==> src/rtl/parity_err_csr_pkg.sv <==
package parity_err_csr_pkg;
  localparam int unsigned LANES   = 4;
  localparam int unsigned REG_W   = 8;
  localparam int unsigned IMPL_W  = 4;
  localparam int unsigned BIT_ERR   = 0;
  localparam int unsigned BIT_SPARE0 = 1;
  localparam int unsigned BIT_TRAP  = 2;
  localparam int unsigned BIT_SPARE1 = 3;

  typedef enum logic [1:0] {
    TERM_NONE = 2'b00,
    TERM_ACK  = 2'b01,
    TERM_BERR = 2'b10
  } term_e;
endpackage

==> src/rtl/pec_lane_check.sv <==
module pec_lane_check #(
  parameter int unsigned LANES = 4
) (
  input  logic             cyc_valid_i,
  input  logic             cyc_read_i,
  input  logic [LANES-1:0] lane_err_i,
  output logic             par_err_o
);
  logic             rd_qual;
  logic [LANES-1:0] lane_hit;

  assign rd_qual = cyc_valid_i & cyc_read_i;

  for (genvar g = 0; g < LANES; g++) begin : g_lane
    assign lane_hit[g] = rd_qual & lane_err_i[g];
  end

  assign par_err_o = |lane_hit;
endmodule

==> src/rtl/pec_reg_bits.sv <==
module pec_reg_bits
  import parity_err_csr_pkg::*;
#(
  parameter int unsigned W  = REG_W,
  parameter int unsigned IW = IMPL_W
) (
  input  logic          clk,
  input  logic          rst,
  input  logic          cfg_trap_en_i,
  input  logic          par_err_i,
  input  logic          wr_i,
  input  logic [IW-1:0] wdata_i,
  input  logic          rd_i,
  output logic          err_o,
  output logic          trap_o,
  output logic [W-1:0]  rdata_o
);
  localparam int unsigned PAD_W = W - IW;

  logic          err_q;
  logic          trap_q;
  logic          spare0_q;
  logic          spare1_q;
  logic [IW-1:0] image;

  always_comb begin
    image             = '0;
    image[BIT_ERR]    = err_q;
    image[BIT_SPARE0] = spare0_q;
    image[BIT_TRAP]   = trap_q;
    image[BIT_SPARE1] = spare1_q;
  end

  always_ff @(posedge clk) begin
    if (rst) begin
      err_q    <= 1'b0;
      trap_q   <= cfg_trap_en_i;
      spare0_q <= 1'b0;
      spare1_q <= 1'b0;
    end else begin
      if (wr_i) begin
        trap_q   <= wdata_i[BIT_TRAP];
        spare0_q <= wdata_i[BIT_SPARE0];
        spare1_q <= wdata_i[BIT_SPARE1];
      end
      if (par_err_i)  err_q <= 1'b1;
      else if (wr_i)  err_q <= 1'b0;
    end
  end

  always_ff @(posedge clk) begin
    if (rst)       rdata_o <= '0;
    else if (rd_i) rdata_o <= {{PAD_W{1'b0}}, image};
  end

  assign err_o  = err_q;
  assign trap_o = trap_q;


  err_set_chk: assert property (@(posedge clk) disable iff (rst)
    par_err_i |=> err_q);

  err_sticky_chk: assert property (@(posedge clk) disable iff (rst)
    (err_q && !wr_i) |=> err_q);

  err_wr_clear_chk: assert property (@(posedge clk) disable iff (rst)
    (wr_i && !par_err_i) |=> !err_q);

  err_wins_chk: assert property (@(posedge clk) disable iff (rst)
    (wr_i && par_err_i) |=> err_q);

  trap_load_chk: assert property (@(posedge clk) disable iff (rst)
    wr_i |=> (trap_q == $past(wdata_i[BIT_TRAP])));

  rdata_hold_chk: assert property (@(posedge clk) disable iff (rst)
    !rd_i |=> $stable(rdata_o));
endmodule

==> src/rtl/pec_term.sv <==
module pec_term
  import parity_err_csr_pkg::*;
(
  input  logic clk,
  input  logic rst,
  input  logic cyc_valid_i,
  input  logic par_err_i,
  input  logic trap_i,
  output logic ack_o,
  output logic berr_o
);
  term_e nxt, cur;

  always_comb begin
    if (!cyc_valid_i)             nxt = TERM_NONE;
    else if (par_err_i && trap_i) nxt = TERM_BERR;
    else                          nxt = TERM_ACK;
  end

  always_ff @(posedge clk) begin
    if (rst) cur <= TERM_NONE;
    else     cur <= nxt;
  end

  assign ack_o  = (cur == TERM_ACK);
  assign berr_o = (cur == TERM_BERR);


  term_one_chk: assert property (@(posedge clk) disable iff (rst)
    cyc_valid_i |=> $countones({ack_o, berr_o}) == 1);

  term_idle_chk: assert property (@(posedge clk) disable iff (rst)
    !cyc_valid_i |=> !ack_o && !berr_o);

  term_notrap_chk: assert property (@(posedge clk) disable iff (rst)
    (cyc_valid_i && !trap_i) |=> ack_o);
endmodule

==> src/rtl/parity_err_csr.sv <==
module parity_err_csr
  import parity_err_csr_pkg::*;
#(
  parameter int unsigned NUM_LANES = LANES,
  parameter int unsigned DATA_W    = REG_W
) (
  input  logic                 clk,
  input  logic                 rst,
  input  logic                 cfg_trap_en_i,
  input  logic                 cyc_valid_i,
  input  logic                 cyc_read_i,
  input  logic [NUM_LANES-1:0] lane_err_i,
  input  logic                 reg_wr_i,
  input  logic                 reg_rd_i,
  input  logic [DATA_W-1:0]    reg_wdata_i,
  output logic [DATA_W-1:0]    reg_rdata_o,
  output logic                 err_flag_o,
  output logic                 err_led_o,
  output logic                 term_ack_o,
  output logic                 term_berr_o
);
  logic par_err;
  logic err_bit;
  logic trap_bit;

  pec_lane_check #(.LANES(NUM_LANES)) u_lanes (
    .cyc_valid_i (cyc_valid_i),
    .cyc_read_i  (cyc_read_i),
    .lane_err_i  (lane_err_i),
    .par_err_o   (par_err)
  );

  pec_reg_bits #(.W(DATA_W), .IW(IMPL_W)) u_bits (
    .clk           (clk),
    .rst           (rst),
    .cfg_trap_en_i (cfg_trap_en_i),
    .par_err_i     (par_err),
    .wr_i          (reg_wr_i),
    .wdata_i       (reg_wdata_i[IMPL_W-1:0]),
    .rd_i          (reg_rd_i),
    .err_o         (err_bit),
    .trap_o        (trap_bit),
    .rdata_o       (reg_rdata_o)
  );

  pec_term u_term (
    .clk         (clk),
    .rst         (rst),
    .cyc_valid_i (cyc_valid_i),
    .par_err_i   (par_err),
    .trap_i      (trap_bit),
    .ack_o       (term_ack_o),
    .berr_o      (term_berr_o)
  );

  assign err_flag_o = err_bit;
  assign err_led_o  = err_bit;


  no_err_on_write_chk: assert property (@(posedge clk) disable iff (rst)
    (cyc_valid_i && !cyc_read_i && !err_flag_o) |=> !err_flag_o);

  upper_zero_chk: assert property (@(posedge clk) disable iff (rst)
    reg_rd_i |=> reg_rdata_o[DATA_W-1:IMPL_W] == '0);

  berr_read_chk: assert property (@(posedge clk) disable iff (rst)
    (cyc_valid_i && !cyc_read_i) |=> term_ack_o);
endmodule

==> config.mk <==
export PLATFORM = sky130hd
export DESIGN_NAME = parity_err_csr
export DESIGN_NICKNAME = d
export VERILOG_FILES = /design/src/rtl/parity_err_csr_pkg.sv /design/src/rtl/pec_lane_check.sv /design/src/rtl/pec_reg_bits.sv /design/src/rtl/pec_term.sv /design/src/rtl/parity_err_csr.sv
export SDC_FILE = /design/constraint.sdc
export NUM_CORES = 1
export LEC_CHECK = 0
export ABC_AREA = 1
export BUFFER_PORTS_ARGS = -buffer_cell sky130_fd_sc_hd__buf_2
export CORE_AREA = 2 2 39 41
export CTS_CLUSTER_SIZE = 40
export DETAILED_ROUTE_END_ITERATION = 7
export DIE_AREA = 0 0 41 43
export PLACE_DENSITY = 0.77
export SLEW_MARGIN = 15
export SYNTH_ARGS = -nofsm -noshare
export SYNTH_HDL_FRONTEND = slang
export SYNTH_SLANG_ARGS = --single-unit
==> constraint.sdc <==
create_clock -name clk -period 0.9 [get_ports clk]
set_input_delay 0.225 -clock clk [delete_from_list [all_inputs] [get_ports clk]]
set_output_delay 0.225 -clock clk [all_outputs]
set_load 0.1 [all_outputs]
After elaboration in Yosys (flattened, before gate mapping)
Index checks and enable logic that the tools add are counted.
- register bits after elaboration: 10
- output and inout port bits: 12
- equality and inequality tests: 2
- mux-type cells: 5
- bitwise operators: 6
- reductions and logical operators: 5
- operators by type and width (operator ; number):
    $and 1x1->1 ; 5
    $mux 1 ; 4
    $reduce_bool 2->1 ; 2
    $reduce_or 4->1 ; 1
    $eq 2x1->1 const B ; 1
    $eq 2x2->1 const B ; 1
    $mux 2 ; 1
    $reduce_or 2->1 ; 1
    $logic_and 1x1->1 ; 1
    $not 1->1 ; 1

Logic depth before layout (Yosys ltp)
- depth in word-level cells: 5
- gate-level depth with buffers: 5
- depth with buffers taken out: 5

Hierarchy
Synthesis repeated with hierarchy kept, for this count alone.
- cells, all modules: 70
- area, all modules: 481.7 sq um
- modules (own cells, without submodules) (module ; times used ; cells an instance ; area an instance (sq um) ; sequential area each (sq um)):
    pec_reg_bits ; 1 ; 53 ; 375.4 ; 170.2
    pec_term ; 1 ; 12 ; 82.6 ; 40.0
    pec_lane_check ; 1 ; 4 ; 16.3 ; 0.0
    parity_err_csr ; 1 ; 1 ; 7.5 ; 0.0

Worst setup path before layout
Ideal clock, no wire load.
- kind: flip-flop to output port
- start: reg u_term.cur[0]
- end: out term_ack_o
- arrival time: 1.600 ns
- data required time: 0.675 ns
- setup slack: -0.925 ns
- cell stages (with the launch flop): 3
- buffers on the path: 0
- path through: dfxtp_1 > inv_1 > nor2_1
- word-level cells in the longest chain between the ends: 1
- RTL lines (what ; line ; text):
    start, declared ; pec_term.sv:12 ; term_e nxt, cur;
    start signal, assigned ; pec_term.sv:22 ; else cur <= nxt;
    $eq 2x1->1 ; pec_term.sv:25 ; assign ack_o = (cur == TERM_ACK);
    end, declared ; parity_err_csr.sv:19 ; output logic term_ack_o,
Every way passes these cells.

Worst setup path in the final report
Same ends and word-level chain as after synthesis.

==> results.cfg <==
[status]
status = finished, violations left
violations = setup timing

[timing]
fmax_ghz = 0.860
fin_skew_ps = 3.43
layout_setup_ws_ps = -263
setup_violations = 8
layout_min_cycle_time_ps = 1160
finalSetupTns_ps = -1270
hold_slack_ps = 183
hold_viol_final = 0
rsz0062_at_grt = yes
maxSlewViolCount = 0
fin_crit_sh_pct = 129

[routing]
via_per_inst = 4.32
drtAntennaViolNets = 0
routed_wl_um = 895
dr.pass1.iters = 2
drc_errors = 0
vias = 428
drtIter0Drc = 3
routedWlPerCell_um = 9.04

[clocking]
cts_tree = built
clk_latency_ps = 260
cts_max_level = 1
clock-root-buffer = clkbuf_4
cts_sinks = 10
clk_pin_slew_worst_paths_ps = 60
cts_hold_buf = 0
cts_buffer_depth = 2
cts_buffers = 3

[grt]
grtUsageMet1_pct = 13.8
grt_start_max_net_pins = 12
met2_usage_pct = 19.4
grt_use_total_pct = 12.9
globalRouteOverflowTotal = 0
met3_usage_pct = 3.14
grt_pass1_wl_um = 1460
grt.busiest_layer = met2
antenna_found_initial = 0
grt_pass1_vias = 363

[hold_path]
hold_path.class = primary input to register
hold_start = reg_wdata_i[1]
min_to = u_bits.spare0_q
whs_path_depth = 3

[logic_synthesis]
synth_top_area_share_pct = 41.4
ys_warn_count = 0
ys_seq_area_share_pct = 48.3
syn_area_um2 = 435
synth_cell_types = 12
ys_ff_latch = 10
synth_area_leader_cell = dfxtp_1
syn_avg_cell_area_um2 = 7.26
synth_cells = 60
ys_top_cells_by_area = dfxtp_1 (41%), nor2_1 (15%), buf_4 (8.6%), nand2_1 (7.8%), o21ai_1 (6.9%)

[power_and_ir_drop]
design_power_total_mw = 1.24
p_per_area_nw_per_um2 = 1750
p_leak_nw = 0.349
ir_drop_v = 0.000717

[placed_design]
gp_congestion = 0.620
io_buffer_count = 21
hpwl_um = 722
placedCellCount = 94
post-place-ws_ps = -45.3

[setup_path]
r2r_end = u_bits.rdata_o[0]
crit_arrival_ps = 940
path_class = register to output pin
r2r_slack_ps = 140
critPathLaunchType = register
r2r_start = u_bits.err_o
worst_ep_required_time_ps = 670
r2r.worst_path.cells = 3
worstPathMaxFanout = 2
cp-end-kind = output pin

[layout]
diodes = 0
fillers = 127
final_cells = 99
area_growth_pct = 62.6
nNetsFinal = 103
drive_gt1_share_pct = 44.6

[floorplanning]
rows = 14
die_y_um = 43
ios = 31
die_w_um = 41
design.core.area_um2 = 1380
die_area_um2 = 1760
start_util_pct = 31.5

[run]
drv_cap = 0
-- stage by stage --
stage | cell area [um^2] | utilization, %
2_1_floorplan | 487 | -
3_3_place_gp | 671 | 48.5
3_5_place_dp | 671 | 48.5
4_1_cts | 706 | 51.0
5_1_grt | 708 | 51.2
6_report | 708 | 51.2
-- placed cells by master (no fill, tap or decap) --
cell,instances
dfxtp_2,4
nand2_1,9
clkbuf_4,3
inv_2,3
clkinv_1,1
nand3_1,3
buf_4,1
nor2_1,15
o21ai_1,6
inv_1,4
nor2_4,2
conb_1,4
clkbuf_1,1
buf_12,8
dfxtp_4,3
edfxtp_1,1
dfxtp_1,2
buf_2,13
-- where the power goes --
part	switching (mW)	internal (mW)
combinational	0.288	0.125
sequential	0.0278	0.480
clock	0.150	0.171
total	0.465	0.777
-- worst max-delay path by stage --
stage	startpoint	endpoint	slack (ps)	depth (start not counted)
6_report	u_term.cur[0]	term_ack_o	-260	3
2_1_floorplan	u_term.cur[0]	term_ack_o	-220	2
3_5_place_dp	u_term.cur[0]	term_ack_o	-50	3
5_1_grt	u_term.cur[1]	term_berr_o	-300	3
4_1_cts	u_term.cur[0]	term_ack_o	-270	3
3_3_place_gp	u_term.cur[0]	term_ack_o	-30	3
-- state kept, by name, summed over array words and instances, names as in the netlist --
register and cells:
u_bits.trap_o 1, u_bits.spare0_q 1, u_bits.err_o 1, u_bits.rdata_o 4
u_bits.spare1_q 1, u_term.cur 2
-- cell usage after synthesis, drive strengths merged --
cell type	number
buf	6
inv	7
dfxtp	9
conb	1
nand2	9
nand3	3
o21ai	6
edfxtp	1
clkinv	1
nor2	17
-- kinds of logic after synthesis --
family / after synthesis / share of synthesized area [%]
compound gates: 6 / 6.90
buf+inv: 14 / 18.1
flops: 10 / 48.3
simple gates: 29 / 25.9
other cells: 1 / 0.861
-- worst max-delay path: stages (launching register included) --
cell	delay, ps
dfxtp_4	360
inv_2	40
nor2_4	90
buf_12	180
-- layout make-up --
| class | instances | area, um^2 | share of cell area, % |
|---|---|---|---|
| Multi-Input combinational cell | 39 | 173 | 24.4 |
| Sequential cell | 10 | 226 | 32.0 |
| Tap cell | 16 | 20.0 | 2.83 |
| Inverter | 8 | 30.0 | 4.24 |
| Timing Repair Buffer | 22 | 233 | 32.9 |
| Clock buffer | 4 | 26.3 | 3.71 |
-- metal layers --
metal  wire length, um  up-vias
met4                33        0
li1                  -      218
met3                56        4
met5                 0        -
met1               328      190
met2               477       16
-- repair_timing --
item	4_1_cts	5_1_grt
resized for setup	2	1
setup endpoints to repair	8	8
endpoints found under the hold margin	0	0
pin swaps	1	0
cloned	0	0
buffers inserted	1	0
Note: power is estimated with default switching activity, not from simulation.
